File: src/rtl/sobelPkg.sv
package sobelPkg;
  // Per-cycle commands from the sequencer to the arithmetic
  typedef struct packed {
    logic       cfgLoad;    // capture threshold for a new run
    logic       capEn;      // store returning read data into the window
    logic [1:0] capIdx;     // window column being filled
    logic       gradLoad;   // register both gradients
    logic       sqLoad;     // register first square
    logic       mulSecond;  // multiplier takes the second gradient
    logic       outLoad;    // produce the edge flag write
  } sobelStrobes_t;
endpackage

File: src/rtl/sobelCtrl.sv
module sobelCtrl
  import sobelPkg::*;
#(
  parameter int DIM_W = 4,
  localparam int AW = DIM_W + 1
) (
  input  logic             clk,
  input  logic             rstN,
  input  logic             start,
  input  logic [DIM_W-1:0] rows,
  input  logic [DIM_W-1:0] cols,
  output sobelStrobes_t    strobes,
  output logic             rdEn,
  output logic [AW-1:0]    rdRowBase,
  output logic [AW-1:0]    rdCol,
  output logic [DIM_W-1:0] outRow,
  output logic [DIM_W-1:0] outCol,
  output logic             done
);
  logic             busy;
  logic [1:0]       phase;
  logic [DIM_W-1:0] rowsQ, colsQ;
  // slot A: pixel being fetched, slot B: pixel being computed
  logic             aValid, bValid, bLast;
  logic [DIM_W-1:0] aI, aJ, bI, bJ;
  logic             aLast, aRowEnd;

  assign aRowEnd = (aJ == colsQ - 1'b1);
  assign aLast   = aRowEnd && (aI == rowsQ - 1'b1);

  always_ff @(posedge clk or negedge rstN) begin
    if (!rstN) begin
      busy <= 1'b0; phase <= '0; done <= 1'b0;
      rowsQ <= '0; colsQ <= '0;
      aValid <= 1'b0; aI <= '0; aJ <= '0;
      bValid <= 1'b0; bI <= '0; bJ <= '0; bLast <= 1'b0;
    end else if (!busy) begin
      done <= 1'b0;
      if (start) begin
        busy <= 1'b1; phase <= '0;
        rowsQ <= rows; colsQ <= cols;
        aValid <= 1'b1; aI <= '0; aJ <= '0;
        bValid <= 1'b0;
      end
    end else begin
      phase <= phase + 2'd1;
      if (phase == 2'd3) begin
        bValid <= aValid; bI <= aI; bJ <= aJ; bLast <= aValid && aLast;
        if (aValid) begin
          if (aLast) aValid <= 1'b0;
          else if (aRowEnd) begin aJ <= '0; aI <= aI + 1'b1; end
          else aJ <= aJ + 1'b1;
        end
        if (bValid && bLast) begin
          busy <= 1'b0;
          done <= 1'b1;
        end
      end
    end
  end

  always_comb begin
    strobes.cfgLoad   = !busy && start;
    strobes.capEn     = busy && aValid && (phase != 2'd0);
    strobes.capIdx    = phase - 2'd1;
    strobes.gradLoad  = busy && bValid && (phase == 2'd0);
    strobes.sqLoad    = busy && bValid && (phase == 2'd1);
    strobes.mulSecond = (phase == 2'd2);
    strobes.outLoad   = busy && bValid && (phase == 2'd2);
  end

  assign rdEn      = busy && aValid && (phase != 2'd3);
  assign rdRowBase = {1'b0, aI};
  assign rdCol     = {1'b0, aJ} + {{(AW-2){1'b0}}, phase};
  assign outRow    = bI;
  assign outCol    = bJ;
endmodule

File: src/rtl/sobelDatapath.sv
module sobelDatapath
  import sobelPkg::*;
#(
  parameter int PIX_W = 8,
  parameter int DIM_W = 4,
  localparam int AW     = DIM_W + 1,
  localparam int GRAD_W = PIX_W + 3,
  localparam int ACC_W  = 2 * GRAD_W
) (
  input  logic                  clk,
  input  logic                  rstN,
  input  sobelStrobes_t         strobes,
  input  logic [ACC_W-1:0]      threshold,
  input  logic [2:0][PIX_W-1:0] rdData,
  input  logic [DIM_W-1:0]      outRow,
  input  logic [DIM_W-1:0]      outCol,
  output logic                  wrEn,
  output logic [2*AW-1:0]       wrAddr,
  output logic                  wrFlag
);
  logic [PIX_W-1:0] win [3][3];
  logic [ACC_W-1:0] thrQ, sqQ, sqNow, magnitude;
  logic signed [GRAD_W-1:0] e1, e2, e1Q, e2Q, mulIn;
  logic signed [ACC_W-1:0]  mulWide, product;

  function automatic logic signed [GRAD_W-1:0] ext(input logic [PIX_W-1:0] p);
    return $signed({3'b000, p});
  endfunction

  always_ff @(posedge clk) begin
    if (strobes.capEn)
      for (int k = 0; k < 3; k++) win[k][strobes.capIdx] <= rdData[k];
  end

  // top row minus bottom row, left column minus right column
  assign e1 = ((ext(win[0][0]) + ext(win[0][1])) + (ext(win[0][1]) + ext(win[0][2])))
            - ((ext(win[2][0]) + ext(win[2][1])) + (ext(win[2][1]) + ext(win[2][2])));
  assign e2 = ((ext(win[0][0]) + ext(win[1][0])) + (ext(win[1][0]) + ext(win[2][0])))
            - ((ext(win[0][2]) + ext(win[1][2])) + (ext(win[1][2]) + ext(win[2][2])));

  // one multiplier, two squarings per interval
  assign mulIn     = strobes.mulSecond ? e2Q : e1Q;
  assign mulWide   = ACC_W'(mulIn);
  assign product   = mulWide * mulWide;
  assign sqNow     = $unsigned(product);
  assign magnitude = sqQ + sqNow;

  always_ff @(posedge clk or negedge rstN) begin
    if (!rstN) begin
      thrQ <= '0; e1Q <= '0; e2Q <= '0; sqQ <= '0;
      wrEn <= 1'b0; wrAddr <= '0; wrFlag <= 1'b0;
    end else begin
      if (strobes.cfgLoad)  thrQ <= threshold;
      if (strobes.gradLoad) begin e1Q <= e1; e2Q <= e2; end
      if (strobes.sqLoad)   sqQ <= sqNow;
      wrEn <= strobes.outLoad;
      if (strobes.outLoad) begin
        wrAddr <= {1'b0, outRow, 1'b0, outCol};
        wrFlag <= (magnitude > thrQ);
      end
    end
  end
endmodule

File: src/rtl/sobelEdgeAccel.sv
module sobelEdgeAccel
  import sobelPkg::*;
#(
  parameter int PIX_W = 8,
  parameter int DIM_W = 4,
  localparam int AW    = DIM_W + 1,
  localparam int THR_W = 2 * (PIX_W + 3)
) (
  input  logic                  clk,
  input  logic                  rstN,
  input  logic                  start,
  input  logic [DIM_W-1:0]      rows,
  input  logic [DIM_W-1:0]      cols,
  input  logic [THR_W-1:0]      threshold,
  output logic                  rdEn,
  output logic [2:0][2*AW-1:0]  rdAddr,
  input  logic [2:0][PIX_W-1:0] rdData,
  output logic                  wrEn,
  output logic [2*AW-1:0]       wrAddr,
  output logic                  wrFlag,
  output logic                  done
);
  sobelStrobes_t    strobes;
  logic [AW-1:0]    rdRowBase, rdCol;
  logic [DIM_W-1:0] outRow, outCol;

  sobelCtrl #(.DIM_W(DIM_W)) uCtrl (
    .clk(clk), .rstN(rstN), .start(start), .rows(rows), .cols(cols),
    .strobes(strobes), .rdEn(rdEn), .rdRowBase(rdRowBase), .rdCol(rdCol),
    .outRow(outRow), .outCol(outCol), .done(done)
  );

  for (genvar k = 0; k < 3; k++) begin : gPort
    assign rdAddr[k] = {rdRowBase + AW'(k), rdCol};
  end

  sobelDatapath #(.PIX_W(PIX_W), .DIM_W(DIM_W)) uData (
    .clk(clk), .rstN(rstN), .strobes(strobes), .threshold(threshold),
    .rdData(rdData), .outRow(outRow), .outCol(outCol),
    .wrEn(wrEn), .wrAddr(wrAddr), .wrFlag(wrFlag)
  );
endmodule

File: config.mk
export PLATFORM = sky130hd
export DESIGN_NAME = sobelEdgeAccel
export DESIGN_NICKNAME = d
export VERILOG_FILES = /design/src/rtl/sobelPkg.sv /design/src/rtl/sobelCtrl.sv /design/src/rtl/sobelDatapath.sv /design/src/rtl/sobelEdgeAccel.sv
export SDC_FILE = /design/constraint.sdc
export NUM_CORES = 1
export LEC_CHECK = 0
export CAP_MARGIN = 20
export CORE_UTILIZATION = 40
export CTS_BUF_LIST = sky130_fd_sc_hd__clkbuf_8 sky130_fd_sc_hd__clkbuf_16
export CTS_CLUSTER_SIZE = 20
export DETAILED_ROUTE_END_ITERATION = 7
export PLACE_DENSITY_LB_ADDON = 0.15
export SYNTH_ARGS = -nofsm -noshare
export SYNTH_HDL_FRONTEND = slang
export SYNTH_SLANG_ARGS = --single-unit
File: constraint.sdc
create_clock -name clk -period 10.6 [get_ports clk]
set_input_delay 2.12 -clock clk [delete_from_list [all_inputs] [get_ports clk]]
set_output_delay 2.12 -clock clk [all_outputs]
set_load 0.02 [all_outputs]
==> results.md, run 1 <==
* Status: finished, final reports clean
* Synthesized instance count at roughly 1500
* Crit path largest cell delay at ~650 ps
* Number of H-tree levels at 4
* Hold Crit Endpoint: uData.e1Q[6]
* Core region area at roughly 39000 µm²
* Worst Setup Path Type: flop to flop
* Top Layer Used: met4
* Worst slew pin tran at about 1000 ps
* DRT antenna net count at 0
* Post-synth top cells: inv_1, ha_1, fa_1, nand2_1, dfrtp_1
* # diodes at 0
* Crit path required time at ~11000 ps
* Post-synthesis sequential element count at between 150 and 200
* Area of the die at 40000 µm²
* Syn avg cell area at roughly 10 µm²
* Max-Cap Viols at 0
* Largest net degree at the start of global routing at 70
* Area contributors post-synth: fa_1, dfrtp_1, ha_1, edfxtp_1, inv_1
* Share of cells above drive strength 1 at 6.28%
* P&R area growth vs syn at 13.4%
* # rows at a little over 70
* Max Fanout on Critical Path at 13
* Gr usage total at approximately 17%
* Nets at roughly 2000
* Register area share after synthesis at 29.2%
* R2r endpoint: uData.wrFlag
* Grt ovf at 0
* Hold Crit Depth at 2
* Initial Utilization at between 40% and 50%
* Top-count cell post-synth: inv_1
* Crit path DAT at roughly 9600 ps
* Worst slew margin at a little under a third
* Max Clk Rate at between 100 and 150 MHz
* Post-synth EDFFs at 64
* Final Critical Period at 9290 ps
* Yosys warnings at 0
* Synth unique cells at 57
* M1 wire length at 15.4 mm
* Drt wl/cell at approximately 15 µm
* Met3 wire len at about 600 µm
* Die Y-Extent at approximately 200 µm
* Top cell by count, worst path: inv_1
* Post-CTS Setup Repair Bufs at 0
* Worst Hold Class: flop to flop
* Clk sinks at 170
* Drt first pass iters at 4
* Asr flop ratio synth at roughly 62%
* Gpl congestion at 0.851
* Cts hold-fix bufs at 0
* I/O Buffers at 97
* CTS Buffer Depth at 2
* Final setup vio count at 0
* CP startpoint kind: flop
* Initial antenna violation count at 0
* RSZ-0062 raised after global routing: no
* Synth area leader: fa_1
* Hold Fails Final Rpt at 0
* Clk_lat worst skew at 460 ps
* I/O pin count at just over 100
* Vias per std cell at 4.80
* WL final at between 30 and 40 mm
* Met2 wire length at roughly 16 mm
* Mapped Area at ~16000 µm²
* Filler Cell Count at 3672
* Top FF cell, synth: dfrtp_1
* Slew Viols, Final at 0
* Global-route wire length before repair at approximately 54 mm
* CTS tree: built
* Worst R2R Path Depth at 35
* R2r setup slk at about 1300 ps
* Worst Skew at 15.7 ps
* Post-detail-place hpwl at about 28 mm
* Vias in the first global route at ~11000
* Slowest CP cell: fa_1
* CTS clk-pin slew, worst paths at around 70 ps
* Worst r2r src: uCtrl.phase[0]
* Root Buffer: clkbuf_16
* Starting DRT DRC Count at a little over 400
* Hold wc startpoint: uData.e1Q[6]
* Vias at approximately 10000
* Number of remaining DRC errors at 0
* Cts bufs inserted at 17
* Final period util at between 80% and 90%
* Final TNS setup at 0 ps
* Crit. End Element: flop
* Post_cts resized at 0
* Die W at between 200 and 250 µm
* Share of the synthesized area in the top cell type at a little under a fifth
-- how the worst max path moves through the flow --
stage                   startpoint      endpoint  slack [ps]  depth (start not counted)
floorplan           uCtrl.phase[0]  uData.wrFlag        2230                         37
global placement    uCtrl.phase[0]  uData.wrFlag        1560                         35
detailed placement  uCtrl.phase[0]  uData.wrFlag        1320                         35
CTS                 uCtrl.phase[0]  uData.wrFlag        1280                         35
global route        uCtrl.phase[0]  uData.wrFlag         390                         35
finish              uCtrl.phase[0]  uData.wrFlag        1310                         35
-- routing by layer --
metal	GRT usage (%)	vias to the layer above
li1	-	5198
met1	22.7	5026
met2	30.3	107
met3	2.40	29
met4	5.03	0
met5	0	-
-- kinds of logic after synthesis --
| kind of cell | share of synthesized area (%) |
|---|---|
| other | 0.0239 |
| flip-flops | 29.2 |
| adder cells (fa/ha/maj) | 33.6 |
| XOR/XNOR | 6.92 |
| AO/OA/AOI/OAI | 10.9 |
| AND/OR/NAND/NOR | 7.62 |
| buffers and inverters | 8.06 |
| multiplexers | 3.66 |
-- sequential cells by signal, indices dropped and copies added, names as in the netlist, 4 cells and up --
name / count
uData.sqQ: 21
uData.thrQ: 22
uCtrl.rowsQ: 4
uCtrl.aI: 4
uData.e1Q: 11
uCtrl.colsQ: 4
uCtrl.aJ: 4
uData.wrAddr: 8
uData.win: 64
uCtrl.outRow: 4
uCtrl.outCol: 4
uData.e2Q: 11
-- metrics by stage --
stage	util [%]	setup slack (ps)	hold WS [ps]	cell area [µm²]	std cells
after floorplan	-	2230	443	15700	1541
after global placement	44.5	1560	458	17200	2124
after detailed placement	44.5	1320	467	17200	2124
after CTS	46.0	1280	483	17800	2156
after global routing	46.0	393	505	17800	2157
final	46.0	1310	478	17800	2157
-- final cells by class --
| type | instances | area (µm²) | area share, % |
|---|---|---|---|
| clock inverter | 13 | 115 | 0.647 |
| sequential | 170 | 4570 | 25.7 |
| inverter | 281 | 1050 | 5.93 |
| tap | 518 | 648 | 3.64 |
| timing repair buffer | 107 | 1050 | 5.91 |
| multi-input combinational | 1049 | 9880 | 55.5 |
| clock buffer | 19 | 464 | 2.61 |
-- worst max-delay path: cells and delay by family (launching register included) --
kind,cells,cell delay (ps)
adders and majority gates,9,4210
AOI/OAI and AO/OA,7,1460
buffers and inverters,8,1060
and+or+nand+nor,8,1240
xor gates and xnor gates,2,270
muxes,1,480
DFF,1,460
-- cells in the final DEF, fill, tap and decap left out, types with 6 or more instances in the layout --
master and count:
inv_1 280, ha_1 185, fa_1 148, nand2_1 117, dfrtp_1 106, clkdlybuf4s50_1 96
xnor2_1 89, o21ai_0 76, nor2_1 74, a21oi_1 73, edfxtp_1 64, mux2_2 43
xor2_1 35, a21o_1 35, o21bai_1 33, clkbuf_16 18, nor2b_1 14, nand2b_1 13
nand3_1 13, nand4_1 10, buf_4 10, mux2i_1 9, and3_1 9, nor3_1 8
a31oi_1 8, o21a_1 7, o31ai_1 6
Power of run 1 is left out: the tool's default activity adds up to more than one toggle a clock period on the data nets, which glitch-free logic cannot reach.
==> run 2: changes to the inputs <==
- clock period: 10.6 -> 8.18 ns (I/O delays scaled with it)
==> run 2 against run 1 <==
Sequential share of layout area is 0.75 points lower. Critical endpoint unchanged. Non-clock buffer count rose by 32. Flip-flop and latch count did not move. Design area increased by 3.0%. Utilization grew 1.4 points. Routed wire length grew 2.4%. Clock skew decreased by 5.0 ps. Final cell count up 1.5%. Hold slack gained 0.67 ps. Count of clock-buffer cells in the layout stayed put. Maximum frequency increased by 20%.
==> results.md, run 2 (synthesis gave the netlist of run 1 again) <==
* Status: finished, final reports clean (unchanged)
* Post-detail-place hpwl at 28.0 mm (was 27.6 mm)
* Commonest non-fill, non-tap cells in the layout: inv_1, ha_1, fa_1 (unchanged)
* Nets at 2048 (was 2016)
* Crit. End Element: flop (unchanged)
* DRT antenna net count at 0 (unchanged)
* Core region area at 38600 µm² (unchanged)
* Max-Cap Viols at 0 (unchanged)
* Cts bufs inserted at 17 (unchanged)
* CTS clk-pin slew, worst paths at 70 ps (about the same)
* Finished Layout Cells at 2189 (was 2157)
* Gpl congestion at 0.855 (was 0.851)
* I/O pin count at 101 (unchanged)
* R2r endpoint: uData.wrFlag (unchanged)
* Cts hold-fix bufs at 0 (unchanged)
* Worst slew margin at 49.9% (was 31.5%)
* CTS tree: built (unchanged)
* Global-route wire length before repair at 54.8 mm (was 53.9 mm)
* CTS Buffer Depth at 2 (unchanged)
* Die W at 200 µm (unchanged)
* Crit. Startpoint: uCtrl.phase[0] (unchanged)
* Top cell by count, worst path: inv_1 (unchanged)
* Drt first pass iters at 5 (was 4)
* Die Y-Extent at 200 µm (unchanged)
* Final setup vio count at 0 (unchanged)
* Number of H-tree levels at 4 (unchanged)
* Clk_lat worst skew at 460 ps (about the same)
* Vias in the first global route at 11000 (was 10700)
* Share of cells above drive strength 1 at 10.4% (was 6.28%)
* P&R area growth vs syn at 16.8% (was 13.4%)
* Crit path DAT at 8100 ps (was 9630 ps)
* Grt ovf at 0 (unchanged)
* Initial Utilization at 40.6% (unchanged)
* Worst Setup Path Type: flop to flop (unchanged)
* # rows at 72 (unchanged)
* Number of remaining DRC errors at 0 (unchanged)
* Placed Cells at 2145 (was 2124)
* Worst R2R Path Depth at 38 (was 35)
* Max Clk Rate at 129 MHz (was 108 MHz)
* Clk sinks at 170 (unchanged)
* WL final at 33.5 mm (was 32.7 mm)
* # diodes at 0 (unchanged)
* Largest regs: uData.win (64), uData.thrQ (22), uData.sqQ (21) (unchanged)
* Worst r2r src: uCtrl.phase[0] (unchanged)
* Vias at 10500 (was 10400)
* Starting DRT DRC Count at 285 (was 411)
* Drt wl/cell at 15.3 µm (was 15.2 µm)
* Final TNS setup at 0 ps (unchanged)
* Hold Fails Final Rpt at 0 (unchanged)
* Final Critical Period at 7760 ps (was 9290 ps)
* Vias per std cell at 4.79 (was 4.80)
* Slew Viols, Final at 0 (unchanged)
* Worst slew pin tran at 751 ps (was 998 ps)
* Worst Hold Class: flop to flop (unchanged)
* Root Buffer: clkbuf_16 (unchanged)
* Max reg flops at 64 (unchanged)
* Final period util at 94.9% (was 87.7%)
* Register name with the most flops: uData.win (unchanged)
* Max Fanout on Critical Path at 13 (unchanged)
* Crit path largest cell delay at 540 ps (was 650 ps)
* CP startpoint kind: flop (unchanged)
* CP endpoint: uData.wrFlag (unchanged)
* I/O Buffers at 97 (unchanged)
* Worst Skew at 10.6 ps (was 15.7 ps)
* Filler Cell Count at 3658 (was 3672)
* R2r setup slk at 420 ps (was 1310 ps)
* Largest net degree at the start of global routing at 60 (was 70)
* Area of the die at 40000 µm² (unchanged)
* Gr usage total at 17.7% (was 17.5%)
* Initial antenna violation count at 0 (unchanged)
* Commonest non-fill, non-tap cell in the layout: inv_1 (unchanged)
* Crit path required time at 8520 ps (was 10940 ps)
* Slowest CP cell: fa_1 (unchanged)
## run 2: cell count changes in the layout (fill, tap and decap cells not counted), sizes merged
cell / change
clkbuf: +1
clkinv: +4
buf: +31
clkinvlp: +1
inv: -4
bufinv: -1
## run 2: through the flow
stage / instance area [µm²] / utilization, % / worst slack, ps / hold WS (ps)
2_1_floorplan: 15700 / - / 6.59 / 443
3_3_place_gp: 17400 / 45.0 / 186 / 460
3_5_place_dp: 17400 / 45.0 / 39.9 / 466
4_1_cts: 18000 / 46.5 / 36.1 / 482
5_1_grt: 18300 / 47.4 / -3.11 / 499
6_report: 18300 / 47.4 / 417 / 479
## run 2: worst min-delay path by stage
stage                      start      endpoint  slack, ps  cells after the start
global route        uData.e2Q[5]  uData.e2Q[5]        500                      2
CTS                 uData.e1Q[4]  uData.e1Q[4]        480                      2
floorplan           uData.e2Q[9]  uData.e2Q[9]        440                      2
finish              uData.e1Q[0]  uData.e1Q[0]        480                      2
detailed placement  uData.e1Q[4]  uData.e1Q[4]        470                      2
global placement    uData.e2Q[0]  uData.e2Q[0]        460                      2
## run 2: cell type report
| class | instances | area (µm²) | area share [%] |
|---|---|---|---|
| sequential | 170 | 4570 | 25.0 |
| inverter | 281 | 1060 | 5.79 |
| timing repair buffer | 139 | 1330 | 7.28 |
| clock inverter | 13 | 110 | 0.601 |
| multi-input combinational | 1049 | 10100 | 55.2 |
| tap | 518 | 648 | 3.54 |
| clock buffer | 19 | 475 | 2.60 |
## run 2: what timing repair did
action	in CTS	in global routing
setup buffers	0	10
endpoints found under the setup margin	0	1
gates resized for setup	0	44
## run 2: worst max-delay path, delay by kind of cell (launching register included)
family / cells / cell delay [ps]
fa+ha+maj: 9 / 3320
compound gates: 9 / 1630
buf+inv: 10 / 900
simple gates: 6 / 820
flops: 1 / 390
xor+xnor: 3 / 360
mux: 1 / 240
## run 2: metal layers
metal	track usage (%)	vias up	share of wire, %	wire length, µm
met5	0	-	0	0
li1	-	5256	-	-
met1	22.1	5103	45	15100
met3	2.87	28	2.1	708
met2	31.6	109	51	17200
met4	4.86	0	1.5	516
Power of run 2 is left out for the same reason.
==> run 3: changes to the inputs <==
- clock period: 8.18 -> 8.7 ns (I/O delays scaled with it)
==> run 3 against run 2 <==
First-iteration DRC count increased by 7.4%. Hold slack improved by 0.60 ps. Global-route usage decreased by 0.14 points. Via count decreased by 1.2%. Clock skew increased by 1.7 ps. Non-clock buffer count decreased by 19. Critical path depth decreased by 5. Routed wire length decreased by 2.3%. Setup slack improved by 110 ps. Register-to-register slack improved by 110 ps. Highest routed layer unchanged. Design area decreased by 2.1%.
==> results.md, run 3 (synthesis gave the netlist of run 1 again) <==
* # rows at 72 (unchanged)
* Starting DRT DRC Count at 306 (was 285)
* Final setup vio count at 0 (unchanged)
* Core region area at 38600 µm² (unchanged)
* Die W at 200 µm (unchanged)
* Commonest non-fill, non-tap cells in the layout: inv_1, ha_1, fa_1 (unchanged)
* CP delay by family, top: adder cells (unchanged)
* Worst Path Buf+Inv at 6 (was 10)
* DRT antenna net count at 0 (unchanged)
* R2r setup slk at 530 ps (was 420 ps)
* Hold Fails Final Rpt at 0 (unchanged)
* Grt ovf at 0 (unchanged)
* Vias in the first global route at 10900 (was 11000)
* Hold Slack at 480 ps (was 479 ps)
* WL final at 32.8 mm (was 33.5 mm)
* Max Clk Rate at 122 MHz (was 129 MHz)
* # diodes at 0 (unchanged)
* Number of stages on the worst setup path at 33 (was 38)
* Die Y-Extent at 200 µm (unchanged)
* Number of remaining DRC errors at 0 (unchanged)
* Register area at 4570 µm² (unchanged)
* Global-route wire length before repair at 54.5 mm (was 54.8 mm)
* Max Fanout on Critical Path at 8 (was 13)
* Clk sinks at 170 (unchanged)
* Max-Cap Viols at 0 (unchanged)
* Final TNS setup at 0 ps (unchanged)
* Initial antenna violation count at 0 (unchanged)
* Area of the die at 40000 µm² (unchanged)
* Initial Utilization at 40.6% (unchanged)
* Worst Hold Class: flop to flop (unchanged)
* Max reg flops at 64 (unchanged)
* CTS tree: built (unchanged)
* Nets at 2029 (was 2048)
* CP startpoint kind: flop (unchanged)
* Drt wl/cell at 15.1 µm (was 15.3 µm)
* Clk_lat worst skew at 460 ps (about the same)
* Crit path DAT at 8500 ps (was 8100 ps)
* Hold wc startpoint: uData.e1Q[6] (was uData.e1Q[0])
* Worst Skew at 12.3 ps (was 10.6 ps)
* Cts hold-fix bufs at 0 (unchanged)
* Crit path largest cell delay at 540 ps (about the same)
* CTS Buffer Depth at 2 (unchanged)
* Largest net degree at the start of global routing at 57 (was 60)
* Final Critical Period at 8170 ps (was 7760 ps)
* Worst slew margin at 51.6% (was 49.9%)
* I/O pin count at 101 (unchanged)
* Share of cells above drive strength 1 at 7.75% (was 10.4%)
* Number of H-tree levels at 4 (unchanged)
* Root Buffer: clkbuf_16 (unchanged)
* Post-detail-place hpwl at 27.6 mm (was 28.0 mm)
* I/O Buffers at 97 (unchanged)
* Worst R2R Path Depth at 33 (was 38)
* RSZ-0062 raised after global routing: no
* P&R area growth vs syn at 14.3% (was 16.8%)
* Drt first pass iters at 4 (was 5)
* Commonest non-fill, non-tap cell in the layout: inv_1 (unchanged)
* Worst r2r src: uCtrl.phase[0] (unchanged)
* Top cell by count, worst path: fa_1 (was inv_1)
* Slew Viols, Final at 0 (unchanged)
* Final period util at 93.9% (was 94.9%)
* Largest regs: uData.win (64), uData.thrQ (22), uData.sqQ (21) (unchanged)
* Filler Cell Count at 3649 (was 3658)
* Worst Setup Path Type: flop to flop (unchanged)
* Slowest CP cell: fa_1 (unchanged)
* CP endpoint: uData.wrFlag (unchanged)
* R2r endpoint: uData.wrFlag (unchanged)
* Register name with the most flops: uData.win (unchanged)
* Crit. Startpoint: uCtrl.phase[0] (unchanged)
* Cts bufs inserted at 17 (unchanged)
* Gpl congestion at 0.865 (was 0.855)
* Crit. End Element: flop (unchanged)
* Status: finished, final reports clean (unchanged)
* Gr usage total at 17.6% (was 17.7%)
* Vias per std cell at 4.78 (was 4.79)
* Crit path required time at 9040 ps (was 8520 ps)
* Multi-input gate area at 9910 µm² (was 10100 µm²)
* CTS clk-pin slew, worst paths at 70 ps (about the same)
* Vias at 10400 (was 10500)
* Worst slew pin tran at 726 ps (was 751 ps)
==> run 3: layout make-up <==
type                       count  area share (%)
timing repair buffer         120            6.48
multi-input combinational   1049            55.3
tap                          518            3.62
clock inverter                15           0.796
inverter                     281            5.93
sequential                   170            25.5
clock buffer                  17            2.37
==> run 3: metal layers <==
metal	up-vias	share of wire [%]	global-route usage (%)
met5	-	0	0
met4	0	1.5	4.64
met3	32	2.0	2.64
met2	101	50	30.9
met1	5013	46	22.5
li1	5227	-	-
==> run 3: worst min-delay path, stage by stage (launching register included) <==
cell	delay, ps
dfrtp_1	340
nand2_1	40
o21ai_0	60
==> run 3: metrics by stage <==
step                      utilization [%]  instance area (µm²)  instances  worst slack (ps)
after floorplan                         -                15700       1541               331
after global placement               44.7                17300       2135               336
after detailed placement             44.7                17300       2135               143
after CTS                            46.2                17900       2167               143
after global routing                 46.4                17900       2170              15.0
final                                46.4                17900       2170               531
==> run 3: how the worst min path moves through the flow <==
stage	end	slack, ps	cells after the start
finish	uData.e1Q[6]	480	2
global route	uData.e2Q[0]	500	2
CTS	uData.e2Q[7]	490	2
detailed placement	uData.e2Q[8]	470	2
global placement	uData.e2Q[0]	460	2
floorplan	uData.e2Q[9]	440	2
==> run 3: what timing repair did <==
item | in CTS | in global routing
endpoints found under the setup margin | 0 | 1
resized for setup | 0 | 12
setup buffers | 0 | 2
Power of run 3 is left out for the same reason.
